`config.mk`:
```
export PLATFORM = sky130hd
export DESIGN_NAME = wallbot_lut_fsm
export DESIGN_NICKNAME = d
export VERILOG_FILES = /design/src/rtl/wallbot_lut_fsm.sv
export SDC_FILE = /design/constraint.sdc
export NUM_CORES = 1
export LEC_CHECK = 0
export ABC_AREA = 1
export ABC_CLOCK_PERIOD_IN_PS = 1300
export BUFFER_PORTS_ARGS = -buffer_cell sky130_fd_sc_hd__buf_2
export CELL_PAD_IN_SITES_DETAIL_PLACEMENT = 0
export CELL_PAD_IN_SITES_GLOBAL_PLACEMENT = 1
export CORE_AREA = 2 2 39 41
export CTS_CLUSTER_SIZE = 12
export DETAILED_ROUTE_END_ITERATION = 7
export DIE_AREA = 0 0 41 43
export PLACE_DENSITY_LB_ADDON = 0.15
export SLEW_MARGIN = 20
export SYNTH_ARGS = -nofsm -noshare
export SYNTH_HDL_FRONTEND = slang
export SYNTH_SLANG_ARGS = --single-unit
```
`constraint.sdc`:
```
create_clock -name clk -period 1.3 [get_ports clk]
set_input_delay 0.26 -clock clk [delete_from_list [all_inputs] [get_ports clk]]
set_output_delay 0.26 -clock clk [all_outputs]
set_load 0.03 [all_outputs]
```
`src/rtl/wallbot_lut_fsm.sv`:
```
module wallbot_lut_fsm #(
  parameter int STATE_W = 2,
  parameter int SENSE_W = 2,
  parameter int ACT_W   = 3
) (
  input  logic               clk,
  input  logic               rst,
  input  logic               advance,
  input  logic               sense_left,
  input  logic               sense_right,
  output logic [STATE_W-1:0] state,
  output logic               fwd,
  output logic               turn_left,
  output logic               turn_right
);
  localparam int ADDR_W = STATE_W + SENSE_W;
  localparam int DEPTH  = 1 << ADDR_W;
  localparam int WORD_W = STATE_W + ACT_W;

  localparam logic [STATE_W-1:0] S_SEEK  = STATE_W'(0);
  localparam logic [STATE_W-1:0] S_SPIN  = STATE_W'(1);
  localparam logic [STATE_W-1:0] S_CURVE = STATE_W'(2);
  localparam logic [STATE_W-1:0] S_EDGE  = STATE_W'(3);

  function automatic logic [STATE_W-1:0] next_of(logic [STATE_W-1:0] s, logic l, logic r);
    case (s)
      S_SEEK:  next_of = (l || r) ? S_SPIN : S_SEEK;
      S_SPIN:  next_of = (l || r) ? S_SPIN : S_CURVE;
      S_CURVE: next_of = l ? S_SPIN : (r ? S_EDGE : S_CURVE);
      default: next_of = l ? S_SPIN : (r ? S_EDGE : S_CURVE);
    endcase
  endfunction

  function automatic logic [ACT_W-1:0] acts_of(logic [STATE_W-1:0] s);
    case (s)
      S_SEEK:  acts_of = ACT_W'(3'b100);
      S_SPIN:  acts_of = ACT_W'(3'b010);
      S_CURVE: acts_of = ACT_W'(3'b101);
      default: acts_of = ACT_W'(3'b110);
    endcase
  endfunction

  function automatic logic [WORD_W-1:0] word_at(int a);
    logic [ADDR_W-1:0] av;
    logic [STATE_W-1:0] ns;
    av = ADDR_W'(a);
    ns = next_of(av[ADDR_W-1:SENSE_W], av[SENSE_W-1], av[0]);
    word_at = {ns, acts_of(ns)};
  endfunction

  logic [WORD_W-1:0] lut [DEPTH];
  for (genvar i = 0; i < DEPTH; i++) begin : g_lut
    assign lut[i] = word_at(i);
  end

  logic [WORD_W-1:0] held;
  logic [ADDR_W-1:0] addr;

  assign addr = {held[WORD_W-1:ACT_W], sense_left, sense_right};
  assign {state, fwd, turn_left, turn_right} = held;

  always_ff @(posedge clk) begin
    if (rst)          held <= '0;
    else if (advance) held <= lut[addr];
  end

  p_reset_r1: assert property (@(posedge clk)
    rst |=> (state == S_SEEK && !fwd && !turn_left && !turn_right));

  p_spin_cmd_r2: assert property (@(posedge clk) disable iff (rst)
    (state == S_SPIN) |-> (turn_left && !fwd && !turn_right));

  p_no_dual_turn_r2: assert property (@(posedge clk) disable iff (rst)
    !(turn_left && turn_right));

  p_seek_exit_r3: assert property (@(posedge clk) disable iff (rst)
    (advance && state == S_SEEK && (sense_left || sense_right)) |=> (state == S_SPIN));

  p_spin_clear_r4: assert property (@(posedge clk) disable iff (rst)
    (advance && state == S_SPIN && !sense_left && !sense_right) |=> (state == S_CURVE));

  p_left_wins_r5: assert property (@(posedge clk) disable iff (rst)
    (advance && state == S_CURVE && sense_left) |=> (state == S_SPIN));

  p_edge_lost_r6: assert property (@(posedge clk) disable iff (rst)
    (advance && state == S_EDGE && !sense_left && !sense_right) |=> (state == S_CURVE));

  p_hold_r7: assert property (@(posedge clk) disable iff (rst)
    !advance |=> $stable({state, fwd, turn_left, turn_right}));
endmodule

```
* Word level (Yosys, flattened, before mapping) *
Memories as Yosys holds them, arrays and structs flattened. A register that Yosys moved wholly into a read port is not among the register bits.
Index checks and enable logic that the tools add are counted.

storage, ports and cells
  register bits = 0
  bits in read-only memories = 80
  latch bits = 0
  output and inout bits = 5
  input port bits = 5
  word-level logic and storage cells = 2
  memories = 1
  RAM bits = 0

cells by class
  add/subtract/negate cells = 0
  magnitude comparators = 0
  reductions and logical operators = 0
  equal/unequal tests = 0
  muxes and demuxes = 0
  bitwise operators = 1
  divide/modulo/power cells = 0
  multipliers = 0
  shift-type cells = 0

memory list
  name              depth  bits a word  rd ports  clocked after memory_dff  wr ports  RTL line  RTL
  (name not given)  16     5            1         1                         0         64        else if (advance) held <= lut[addr];

operators with widths
  kind                         count
  4-bit NOT with 5-bit output  1

* Logic depth before layout (Yosys ltp) *
Gate-level depths: netlist (run 1).

  depth after elaboration = 1
  mapped depth = 4
  depth with buffers taken out = 4

* Worst setup path after synthesis (run 1) *
OpenSTA, ideal clock, no wires.

  path kind = register -> output
  from = register held[3]
  to = output state[0]
  cell stages (with the launch flop) = 2
  data arrival time = 0.757 ns
  path slack = 0.283 ns
  path buffers = 1
  data required time = 1.040 ns
  cell sequence = dfxtp_1 buf_4

RTL lines
  what         RTL line  RTL
  from (decl)  56        logic [WORD_W-1:0] held;
  to (decl)    11        output logic [STATE_W-1:0] state,

No word-level cell between the ends.

* Worst setup path after layout (run 1) *
  from = register held[3]
  to = output state[0]

No word-level cell between the ends.

==> impl_metrics.tcl, run 1 <==
set metrics [dict create \
    p_switching_mw 0.0906 \
    grt_pass1_vias 186 \
    ant_nets 0 \
    dieHeight_um 43 \
    final_common_cell "buf_2" \
    path_buf_inv 1 \
    vias_per_cell 3.43 \
    cts-root-buf "clkbuf_4" \
    clock_sink_count 4 \
    yosysSeqAreaShare_pct 45.4 \
    insertedDiodeCount 0 \
    drt_iter0_drc 4 \
    clk_pin_slew_ps 40 \
    slew_viol_final 0 \
    cts.htree.levels 1 \
    dieArea_sq_um 1760 \
    port-buffer-count 9 \
    path_cells "buf_2" \
    place_ws_ps 412 \
    grtUsageMet1_pct 7.40 \
    grt.met3_usage_pct 3.14 \
    rows 14 \
    vias 175 \
    regMostFlops "held" \
    hold_violations 0 \
    die_w_um 41 \
    fin_skew_ps 0.291 \
    pwr-share-comb_pct 14.0 \
    busiest_layer "met4" \
    routed_wl_um 446 \
    power_density_nw_per_um2 1320 \
    swShare_pct 26.8 \
    synth_area_leaders "dfxtp_1, nand2_1, a21oi_1" \
    nets 42 \
    status "complete, no violations" \
    path_class "reg -> out" \
    grt_use_met2_pct 7.50 \
    cts_setup_buffers 0 \
    ctsLongestPathBuffers 2 \
    drive_gt1_share_pct 42.9 \
    grt_max_degree 7 \
    cp.arrival_ps 840 \
    yosysWarnings 0 \
    final_cell_mix "buf_2, nand2_1, dfxtp_1, a21oi_1, clkbuf_4" \
    initial_core_util_pct 12.7 \
    min_path_type "in -> reg" \
    grt_pass1_wl_um 690 \
    dpl_cell_area_sq_um 234 \
    cts-buffers-inserted 3 \
    syn_nets 29 \
    hpwl_um 333 \
    setup_slack_ps 203 \
    syn2layout_area_growth_pct 45.4 \
    largestRegisters "held (4)" \
    post-synth-top-area-cell "dfxtp_1" \
    largest_register_ffs 4 \
    max_freq_mhz 911 \
    critical_path_required_ps 1040 \
    syn_avg_cell_area_sq_um 7.35 \
    slowest_stage "dfxtp_1" \
    synth.top_cell.area_share_pct 45.4 \
    hold_buffers 0 \
    drt_pass1_iterations 2 \
    synth_area_sq_um 176 \
    power_frac_seq_pct 39.1 \
    crit_path_end_kind "output pin" \
    gp_congestion 0.615 \
    p_leak_nw 0.124 \
    startpoint_type "flop" \
    cts_tree "yes" \
    postSynthCellCount 24 \
    fin_area_sq_um 256 \
    path_delay_family "flip-flops" \
    wire_per_inst_um 8.75 \
    fin_crit_sh_pct 84.4 \
    fin_crit_ps 1100 \
    slew_headroom_pct 86.7 \
    ys_types 11 \
    core_sq_um 1380 \
    critical-path-max-stage-delay_ps 380 \
    total_power_mw 0.338 \
    fillCellCount 159 \
    rsz0062_at_grt "false" \
    antenna_found_initial 0 \
    irDropWorstVdd_uv 239 \
    setup_violations 0 \
    tns_ps 0 \
    hold_slack_ps 228 \
    p_int_mw 0.248 \
    cts_resized 0 \
    overflow 0 \
    yosys_register_bits 4 \
    grt_use_total_pct 6.83 \
    insertion_delay_ps 230 \
    worst_pin_slew_ps 199 \
    drc 0 \
    io_pins 10 \
    maxCapViolCount 0 \
    power.share.clock_pct 46.9 \
    crit_fanout 5 \
]
synth_stat cells:
cell type,n
inv_2,1
a21oi_1,3
nand2_1,7
dfxtp_1,4
inv_1,2
o21bai_1,1
nor2_1,1
nand3_1,2
a21oi_2,1
buf_4,1
nor2_2,1
worst paths after layout:
kind	start	endpoint	slack [ps]	cells past startpoint
max	held[3]$_SDFFE_PP0P_	state[0]	200	1
min reg2reg	held[0]$_SDFFE_PP0P_	held[0]$_SDFFE_PP0P_	460	2
min	rst	held[2]$_SDFFE_PP0P_	230	2
max reg2reg	held[3]$_SDFFE_PP0P_	held[0]$_SDFFE_PP0P_	560	4
metrics by stage:
stage	cells	util (%)
after floorplan	24	-
after global placement	48	16.9
after detailed placement	48	16.9
after CTS	51	18.5
after global routing	51	18.5
final	51	18.5
layer usage:
layer	routed length [um]	vias to the layer above	share of wire, %
met5	0	-	0
met4	0	0	0
met3	43	0	9.6
met2	195	7	44
met1	207	71	46
li1	-	97	-
power groups by stage:
stage | combinational (mW) | clock [mW] | sequential, mW
floorplan | 0.0215 | 0 | 0.143
global placement | 0.0487 | 0 | 0.134
detailed placement | 0.0479 | 0 | 0.134
CTS | 0.0480 | 0.171 | 0.132
global route | 0.0524 | 0.180 | 0.133
finish | 0.0473 | 0.159 | 0.132
cells by family after synthesis:
family / count (synthesis) / synth area share [%]
AOI/OAI and AO/OA: 5 / 17.7
buffers and inverters: 4 / 10.6
DFF: 4 / 45.4
and+or+nand+nor: 11 / 26.2
cell type report:
class,count,area [sq um],share of cell area [%]
sequential,4,80.1,31.2
multi-input combinational,16,77.6,30.2
timing repair buffer,9,45.0,17.6
clock buffer,3,22.5,8.78
tap,16,20.0,7.80
inverter,3,11.3,4.39
(Power assumes the default switching activity.)
==> run 2, diff against run 1 <==
- ABC_CLOCK_PERIOD_IN_PS: 1300 -> 1070
- clock period: 1.3 -> 1.07 ns (I/O delays scaled with it)
==> impl_metrics.tcl, run 2 (synthesis gave the netlist of run 1 again) <==
set metrics [dict create \
    irDropWorstVdd_uv 257 \
    critical_path_required_ps 860 \
    gp_congestion 0.625 \
    drive_gt1_share_pct 45.7 \
    power_frac_seq_pct 38.8 \
    slew_viol_final 0 \
    largestRegisters "held (4)" \
    vias_per_cell 3.57 \
    grt_pass1_wl_um 779 \
    hold_buffers 0 \
    setup_violations 0 \
    worst_pin_slew_ps 208 \
    ant_nets 0 \
    power_density_nw_per_um2 1580 \
    grt_use_total_pct 7.22 \
    swShare_pct 26.9 \
    fin_skew_ps 4.60 \
    die_w_um 41 \
    critical-path-max-stage-delay_ps 340 \
    dieHeight_um 43 \
    maxCapViolCount 0 \
    clk_pin_slew_ps 40 \
    cts.htree.levels 1 \
    core_sq_um 1380 \
    path_cells "buf_2" \
    fillCellCount 171 \
    syn2layout_area_growth_pct 48.9 \
    rows 14 \
    p_switching_mw 0.112 \
    io_pins 10 \
    p_leak_nw 0.125 \
    regMostFlops "held" \
    min_path_type "in -> reg" \
    slew_headroom_pct 86.0 \
    max_freq_mhz 1010 \
    dieArea_sq_um 1760 \
    crit_path_end_kind "output pin" \
    hold_violations 0 \
    ctsLongestPathBuffers 2 \
    total_power_mw 0.416 \
    placed_cells 48 \
    grt_max_degree 7 \
    fin_crit_ps 993 \
    fin_cells 51 \
    hpwl_um 355 \
    rsz0062_at_grt "false" \
    final_util_pct 19.0 \
    port-buffer-count 9 \
    initial_core_util_pct 12.7 \
    startpoint_type "flop" \
    hold_slack_ps 185 \
    crit_fanout 3 \
    grt_pass1_vias 201 \
    clock_sink_count 4 \
    drc 0 \
    insertion_delay_ps 240 \
    final_cell_mix "nand2_1, buf_2, a21oi_1, clkbuf_4, dfxtp_1" \
    status "complete, no violations" \
    cts-root-buf "clkbuf_4" \
    wire_per_inst_um 9.20 \
    cts_tree "yes" \
    fin_crit_sh_pct 92.8 \
    antenna_found_initial 0 \
    path_buf_inv 1 \
    nets 42 \
    cp.arrival_ps 780 \
    cts-buffers-inserted 3 \
    drt_pass1_iterations 2 \
    power.share.clock_pct 46.5 \
    fin_area_sq_um 263 \
    path_class "reg -> out" \
    routed_wl_um 469 \
    drt_iter0_drc 2 \
    pwr-share-comb_pct 14.7 \
    largest_register_ffs 4 \
    slowest_stage "dfxtp_1" \
    insertedDiodeCount 0 \
    overflow 0 \
    path_delay_family "flip-flops" \
    vias 182 \
    p_int_mw 0.305 \
    dpl_cell_area_sq_um 234 \
]
-- run 2: cell count changes in the layout (fill, tap and decap cells not counted) --
cell / before / now
buf_2: 9 / 7
buf_4: 0 / 2
dfxtp_1: 4 / 3
dfxtp_2: 0 / 1
-- run 2: final timing paths --
| kind | start | to | slack [ps] | cells after the start |
|---|---|---|---|---|
| max | held[4]$_SDFFE_PP0P_ | state[1] | 80 | 1 |
| min | rst | held[2]$_SDFFE_PP0P_ | 180 | 2 |
| max reg2reg | held[4]$_SDFFE_PP0P_ | held[0]$_SDFFE_PP0P_ | 350 | 4 |
| min reg2reg | held[0]$_SDFFE_PP0P_ | held[0]$_SDFFE_PP0P_ | 470 | 2 |
-- run 2: through the flow --
stage,TNS (ps),worst slack (ps)
6_report,0,77.3
2_1_floorplan,0,99.3
4_1_cts,-16.6,-8.61
3_5_place_dp,0,227
3_3_place_gp,0,221
5_1_grt,0,28.6
-- run 2: what timing repair did --
item	4_1_cts	5_1_grt
gates resized for setup	0	5
setup endpoints to repair	2	2
pin swaps	0	0
setup buffers	0	0
-- run 2: cell type report --
class                   instances  area, sq um  area share (%)
flip-flops and latches          4         81.3            31.0
multi-input cells              16         77.6            29.5
inverters                       3         11.3            4.29
well taps                      16         20.0            7.62
clock buffers                   3         22.5            8.57
repair buffers                  9         50.0            19.0
-- run 2: routing by layer --
metal / vias up / GRT usage (%) / part of all wire (%)
met5: - / 0 / 0
met4: 0 / 8.00 / 0
met3: 0 / 3.14 / 9.0
met2: 7 / 7.81 / 42
met1: 77 / 9.29 / 49
li1: 98 / - / -
-- run 2: worst reg2reg max path: stages (launching register included) --
cell     delay [ps]
dfxtp_1         340
inv_1            60
nand2_1          60
nand3_1          70
a21oi_1         120
-- run 2: power by group through the flow --
stage	combinational [mW]	clock [mW]	sequential, mW
after CTS	0.0587	0.207	0.161
final	0.0612	0.194	0.162
after global routing	0.0684	0.213	0.162
after global placement	0.0591	0	0.163
after floorplan	0.0261	0	0.174
after detailed placement	0.0585	0	0.164
==> run 3, diff against run 2 <==
- ABC_CLOCK_PERIOD_IN_PS: 1070 -> 1200
- CTS_BUF_LIST: unset -> sky130_fd_sc_hd__clkbuf_16
- SLEW_MARGIN: 20 -> 30
- clock period: 1.07 -> 1.2 ns (I/O delays scaled with it)
==> impl_metrics.tcl, run 3 (synthesis gave the netlist of run 1 again) <==
set metrics [dict create \
    cts-root-buf "clkbuf_16" \
    reg2reg_slack_ps 460 \
    vias_per_cell 3.61 \
    rows 14 \
    initial_core_util_pct 12.7 \
    place_ws_ps 332 \
    nets 42 \
    status "complete, no violations" \
    overflow 0 \
    grt_pass1_vias 186 \
    critical_path_required_ps 960 \
    hpwl_um 333 \
    irDropWorstVdd_uv 480 \
    min_path_type "in -> reg" \
    power_density_nw_per_um2 2330 \
    largestRegisters "held (4)" \
    regMostFlops "held" \
    tns_ps 0 \
    worst_pin_slew_ps 202 \
    insertedDiodeCount 0 \
    slowest_stage "dfxtp_1" \
    pwr-share-comb_pct 7.1 \
    clock_sink_count 4 \
    swShare_pct 19.0 \
    drt_iter0_drc 1 \
    final_common_cell "buf_2" \
    cp.arrival_ps 820 \
    power_frac_seq_pct 20.0 \
    fin_crit_sh_pct 88.5 \
    grt_max_degree 7 \
    die_w_um 41 \
    hold_violations 0 \
    ant_nets 0 \
    insertion_delay_ps 220 \
    hold_slack_ps 220 \
    power.share.clock_pct 72.9 \
    routed_wl_um 441 \
    grt_pass1_wl_um 676 \
    dieHeight_um 43 \
    gp_congestion 0.615 \
    wire_per_inst_um 8.65 \
    core_sq_um 1380 \
    rsz0062_at_grt "false" \
    drc 0 \
    p_switching_mw 0.136 \
    setup_slack_ps 138 \
    path_class "reg -> out" \
    fin_skew_ps 0.334 \
    setup_violations 0 \
    drive_gt1_share_pct 42.9 \
    fin_crit_ps 1060 \
    max_freq_mhz 941 \
    port-buffer-count 9 \
    dieArea_sq_um 1760 \
    hold_buffers 0 \
    grt_use_total_pct 6.83 \
    startpoint_type "flop" \
    final_util_pct 22.3 \
    largest_register_ffs 4 \
    ctsLongestPathBuffers 2 \
    crit_path_end_kind "output pin" \
    io_pins 10 \
    final_cell_mix "buf_2, nand2_1, dfxtp_1, a21oi_1, clkbuf_16" \
    crit_fanout 5 \
    cts.htree.levels 1 \
    total_power_mw 0.719 \
    p_int_mw 0.582 \
    critical-path-max-stage-delay_ps 380 \
    path_delay_family "flip-flops" \
    cts_setup_buffers 0 \
    syn2layout_area_growth_pct 75.2 \
    slew_viol_final 0 \
    cts-buffers-inserted 3 \
    antenna_found_initial 0 \
    cts_tree "yes" \
    p_leak_nw 0.147 \
    slew_headroom_pct 86.5 \
    vias 184 \
    cts_resized 0 \
    path_buf_inv 1 \
    maxCapViolCount 0 \
    clk_pin_slew_ps 30 \
    drt_pass1_iterations 2 \
    path_cells "buf_2" \
]
[run 3: changes by cell type in the layout (fill, tap and decap cells not counted)]
cell / before / now
buf_4: 2 / 0
dfxtp_1: 3 / 4
clkbuf_16: 0 / 3
dfxtp_2: 1 / 0
clkbuf_4: 3 / 0
buf_2: 7 / 9
[run 3: final timing paths]
check	startpoint	end	depth (start not counted)
worst min register to register	held[0]$_SDFFE_PP0P_	held[0]$_SDFFE_PP0P_	2
worst max register to register	held[3]$_SDFFE_PP0P_	held[0]$_SDFFE_PP0P_	4
worst min-delay path	rst	held[2]$_SDFFE_PP0P_	2
worst max-delay path	held[3]$_SDFFE_PP0P_	state[0]	1
[run 3: metrics by stage]
stage                     instances  cell area (sq um)
after global placement           48                234
after detailed placement         48                234
after floorplan                  24                176
after CTS                        51                309
after global routing             51                309
final                            51                309
[run 3: cell type report]
type / count / area, sq um
inverter: 3 / 11.3
clock buffer: 3 / 75.1
fill: 155 / 1070
multi-input combinational: 16 / 77.6
tap: 16 / 20.0
sequential: 4 / 80.1
timing repair buffer: 9 / 45.0
[run 3: metal layers]
layer / global-route usage [%] / wire length, um / vias up / share of wire, %
li1: - / - / 97 / -
met1: 7.40 / 208 / 74 / 47
met2: 7.50 / 164 / 10 / 37
met3: 4.71 / 47 / 3 / 11
met4: 8.00 / 21 / 0 / 4.8
met5: 0 / 0 / - / 0
[run 3: power by group through the flow]
stage / Combinational [mW] / Clock [mW] / Sequential (mW)
CTS: 0.0520 / 0.533 / 0.144
finish: 0.0512 / 0.524 / 0.144
floorplan: 0.0233 / 0 / 0.155
detailed placement: 0.0519 / 0 / 0.145
global placement: 0.0527 / 0 / 0.145
global route: 0.0567 / 0.542 / 0.145
